[src/rtl/ptw_walker.sv]
module ptw_walker #(
  parameter int OFF_W = 12,
  parameter int IDX_W = 10
) (
  input  logic        clk,
  input  logic        rst_n,
  input  logic [31:0] base_pa,
  input  logic        req_valid,
  output logic        req_ready,
  input  logic [31:0] req_va,
  input  logic        req_write,
  input  logic        req_user,
  output logic        mem_req_valid,
  input  logic        mem_req_ready,
  output logic [31:0] mem_req_addr,
  input  logic        mem_rsp_valid,
  input  logic [31:0] mem_rsp_data,
  output logic        done,
  output logic [31:0] pa,
  output logic        fault,
  output logic [1:0]  fault_cause,
  output logic [31:0] fault_va,
  output logic        fault_write,
  output logic        fault_user
);
  localparam int FRM_W = 32 - OFF_W;
  localparam int DIR_LO = OFF_W + IDX_W;

  typedef enum logic [2:0] {S_IDLE, S_DREQ, S_DWAIT, S_TREQ, S_TWAIT} st_t;

  st_t         st;
  logic [31:0] va_q, addr_q;
  logic        wr_q, us_q;
  logic        perm_ok;
  logic        unused_bits;

  assign req_ready     = (st == S_IDLE);
  assign mem_req_valid = (st == S_DREQ) || (st == S_TREQ);
  assign mem_req_addr  = addr_q;
  assign fault_va      = va_q;
  assign fault_write   = wr_q;
  assign fault_user    = us_q;
  assign perm_ok       = (!wr_q || mem_rsp_data[1]) && (!us_q || mem_rsp_data[2]);
  assign unused_bits   = ^mem_rsp_data[OFF_W-1:3];

  always_ff @(posedge clk or negedge rst_n) begin
    if (!rst_n) begin
      st          <= S_IDLE;
      va_q        <= '0;
      addr_q      <= '0;
      wr_q        <= 1'b0;
      us_q        <= 1'b0;
      done        <= 1'b0;
      fault       <= 1'b0;
      fault_cause <= 2'd0;
      pa          <= '0;
    end else begin
      done  <= 1'b0;
      fault <= 1'b0;
      case (st)
        S_IDLE: if (req_valid) begin
          va_q   <= req_va;
          wr_q   <= req_write;
          us_q   <= req_user;
          addr_q <= base_pa + {{(30-IDX_W){1'b0}}, req_va[31:DIR_LO], 2'b00};
          st     <= S_DREQ;
        end
        S_DREQ: if (mem_req_ready) st <= S_DWAIT;
        S_DWAIT: if (mem_rsp_valid) begin
          if (!mem_rsp_data[0]) begin
            fault       <= 1'b1;
            fault_cause <= 2'd1;
            st          <= S_IDLE;
          end else begin
            addr_q <= {mem_rsp_data[31:OFF_W], va_q[DIR_LO-1:OFF_W], 2'b00};
            st     <= S_TREQ;
          end
        end
        S_TREQ: if (mem_req_ready) st <= S_TWAIT;
        S_TWAIT: if (mem_rsp_valid) begin
          st <= S_IDLE;
          if (!mem_rsp_data[0]) begin
            fault       <= 1'b1;
            fault_cause <= 2'd2;
          end else if (!perm_ok) begin
            fault       <= 1'b1;
            fault_cause <= 2'd3;
          end else begin
            done <= 1'b1;
            pa   <= {mem_rsp_data[31:32-FRM_W], va_q[OFF_W-1:0]};
          end
        end
        default: st <= S_IDLE;
      endcase
    end
  end
endmodule

[config.mk]
export PLATFORM = sky130hd
export DESIGN_NAME = ptw_walker
export DESIGN_NICKNAME = d
export VERILOG_FILES = /design/src/rtl/ptw_walker.sv
export SDC_FILE = /design/constraint.sdc
export NUM_CORES = 1
export LEC_CHECK = 0
export ABC_AREA = 0
export BUFFER_PORTS_ARGS = -buffer_cell sky130_fd_sc_hd__clkbuf_2
export CAP_MARGIN = 25
export CORE_ASPECT_RATIO = 1.4
export CORE_MARGIN = 2
export CORE_UTILIZATION = 53
export CTS_CLUSTER_DIAMETER = 80
export CTS_CLUSTER_SIZE = 20
export DETAILED_ROUTE_END_ITERATION = 10
export GPL_TIMING_DRIVEN = 1
export PLACE_DENSITY_LB_ADDON = 0.08
export SLEW_MARGIN = 20
export SYNTH_ARGS = -nofsm -noshare
export SYNTH_HDL_FRONTEND = slang
export SYNTH_SLANG_ARGS = --single-unit
[constraint.sdc]
create_clock -name clk -period 3.3 [get_ports clk]
set_input_delay 0.495 -clock clk [delete_from_list [all_inputs] [get_ports clk]]
set_output_delay 0.495 -clock clk [all_outputs]
set_load 0.03 [all_outputs]
==> run metrics <==
Seq cells post-synth=roughly 110; Placed Instance Area=6310 µm²; slew margin rel.=0.4856; WL per Instance=15.19 µm; pwr dens=955.4 nW/µm²; setup violators final=0; core area=9512 µm²; CP Max Fanout=10; DP HPWL=about 10 mm; fillers=795; routability congestion estimate=0.8268; Distinct cells, synth=a little under 50; Pins Over Slew Limit=0; Syn Nets=705; Post-Syn Instances=591; Leak Pwr=3.500 nW; placed insts=900; Cell Area, Synth=5189 µm²; Die W=87.63 µm; vias in the first global route=4649; TritonRoute pass-1 iters=4; WP data required=3.51 ns; largest net degree at the start of global routing=106; WL met1=between 5 and 6 mm; average cell area after synthesis=approximately 8.8 µm²; max-cap violations=0; GRT overflow=0; final hold violations=0; Final Util=0.6965; Non-Filler Instances=between 900 and 1000; Cell Rows=42; crit path kind=in -> reg; Initial Util=0.5455; worst hold slack=0.2046 ns; # Post-CTS Setup Buffers=0; Peak VDD IR=621.4 µV; final worst path period need=2.287 ns; Layout area overhead=27.68%; final net count=893; Vias per Instance=about 5.3; CP Capture Type=flop; Root Driver=clkbuf_16; top cells by area, synth=dfrtp_1 51%, nand2_1 16%, a21oi_1 4.2%; GR Util All Layers=0.2718; largest area contributor in the netlist=dfrtp_1; met2 WL=7.156 mm; Highest Signal Layer=met4; I/O Buffers=approximately 200; layout cells sized above 1=0.3074; worst skew pair latency=between 0.3 and 0.4 ns; Yosys top cell area share=0.5064; Antenna Cells=0; TritonCTS sink count=105; FMAX=0.4372 GHz; Die Span Y=121.1 µm; fin crit share=0.6931; Hold Buf Count CTS=0; RSZ-0062 raised after global routing=no; post_cts resized=0; I/O pins=207; status=finished, final reports clean; Worst Max-Slew Pin Slew=0.7716 ns; Startpoint Class=input port; total wire length=about 14 mm; Setup Total Neg Slack=0 ns; DRC=0; TritonCTS clock tree=yes; clock skew=0.009300 ns; post-route cell area=around 6600 µm²; first-pass GRT wire length=22.45 mm; via count=4830; Hold Path Class=in -> async; Seq/Total Area, Yosys=0.5064; synthesis warning total=0; initial DRC count=172; clk slew on worst S/H paths=about 0.070 ns; number of routed nets with antenna violations=0; WP data arrival=2.50 ns; H-tree levels=3; Detail Route met3 WL=872 µm; deepest clock path buffer count=2; Num CTS Buffers=9; die area=around 11000 µm²; initial antenna violation count=0
[final timing paths]
path,from,end,slack (ns),depth (start not counted)
worst max-delay path,base_pa[2],mem_req_addr[20],1.01,9
min in group clk,req_user,fault_user,0.33,3
worst max register to register,st[0],mem_req_addr[14],1.03,7
worst min register to register,pa[4],pa[4],0.47,2
worst min-delay path,rst_n,pa[20],0.20,2
max in group asynchronous,rst_n,mem_req_addr[14],2.68,2
[registers in the layout, indices dropped and copies added, names as in the netlist]
name          flops
fault_va         32
fault_cause       2
fault_write       1
st                3
done              1
mem_req_addr     32
fault_user        1
fault             1
pa               32
[final cells by class]
cell class	count	area, µm²	area share
repair buffers	205	1061	0.1602
flip-flops and latches	105	2628	0.3966
multi-input cells	452	2434	0.3673
clock inverters	5	62.56	0.009443
clock buffers	11	252.7	0.03815
well taps	132	165.2	0.02493
inverters	6	22.52	0.003399
[synthesized netlist by cell type (all sizes together)]
cell type and n:
a2111o 1, a2111oi 3, a211oi 6, a21boi 2, a21o 1, a21oi 45, a31oi 2, and2 6
and3 13, buf 9, clkbuf 19, dfrtp 105, fa 1, ha 10, inv 6, mux2 4
mux2i 3, nand2 221, nand2b 4, nand3 21, nand4 4, nor2 24, nor2b 1, nor3 7
nor3b 1, nor4 1, o211ai 2, o21a 2, o21ai 20, o21bai 1, o22ai 11, o311ai 1
o31ai 2, or2 1, or3 4, or4 2, xnor2 22, xor2 3
[logic make-up after synthesis]
| group | Yosys count | share of synthesized area |
|---|---|---|
| simple gates | 310 | 0.2624 |
| flops | 105 | 0.5064 |
| compound gates | 99 | 0.1203 |
| buf+inv | 34 | 0.02628 |
| xor+xnor | 25 | 0.04220 |
| fa+ha+maj | 11 | 0.02797 |
| mux | 7 | 0.01447 |
[cell usage in the layout (no fill, tap or decap), drive strengths merged, types with 6 or more instances in the layout]
| cell | Yosys | final |
|---|---|---|
| o22ai | 11 | 11 |
| a211oi | 6 | 6 |
| buf | 9 | 9 |
| inv | 6 | 7 |
| dfrtp | 105 | 105 |
| ha | 10 | 10 |
| nand2 | 221 | 221 |
| o21ai | 20 | 20 |
| clkbuf | 19 | 207 |
| a21oi | 45 | 45 |
| and3 | 13 | 13 |
| nand3 | 21 | 21 |
| nor3 | 7 | 7 |
| xnor2 | 22 | 22 |
| and2 | 6 | 6 |
| nor2 | 24 | 24 |
[per-layer routing]
layer,up-vias,track usage
li1,2346,-
met1,2291,0.3276
met2,168,0.4735
met3,25,0.05850
met4,0,0.09327
met5,-,0
[power breakdown]
part	leakage, nW	switching, mW	internal, mW	total, mW
Combinational	2.03	2.17	0.856	3.03
Sequential	1.32	0.345	1.84	2.18
Clock	0.148	0.486	0.634	1.12
[critical path, stage by stage]
cell and delay, ns:
clkbuf_2 0.08, ha_1 0.22, fa_1 0.42, a21oi_1 0.21, o21ai_0 0.15, nand2_1 0.40, a211oi_1 0.17, xnor2_1 0.25
o22ai_1 0.11
[per-stage QoR]
step	power, mW	worst slack, ns
after floorplan	4.242	1.111
after global placement	5.163	0.7325
after detailed placement	5.253	0.6999
after CTS	6.380	1.058
after global routing	6.729	0.8597
final	6.330	1.013
(Power assumes the default switching activity.)
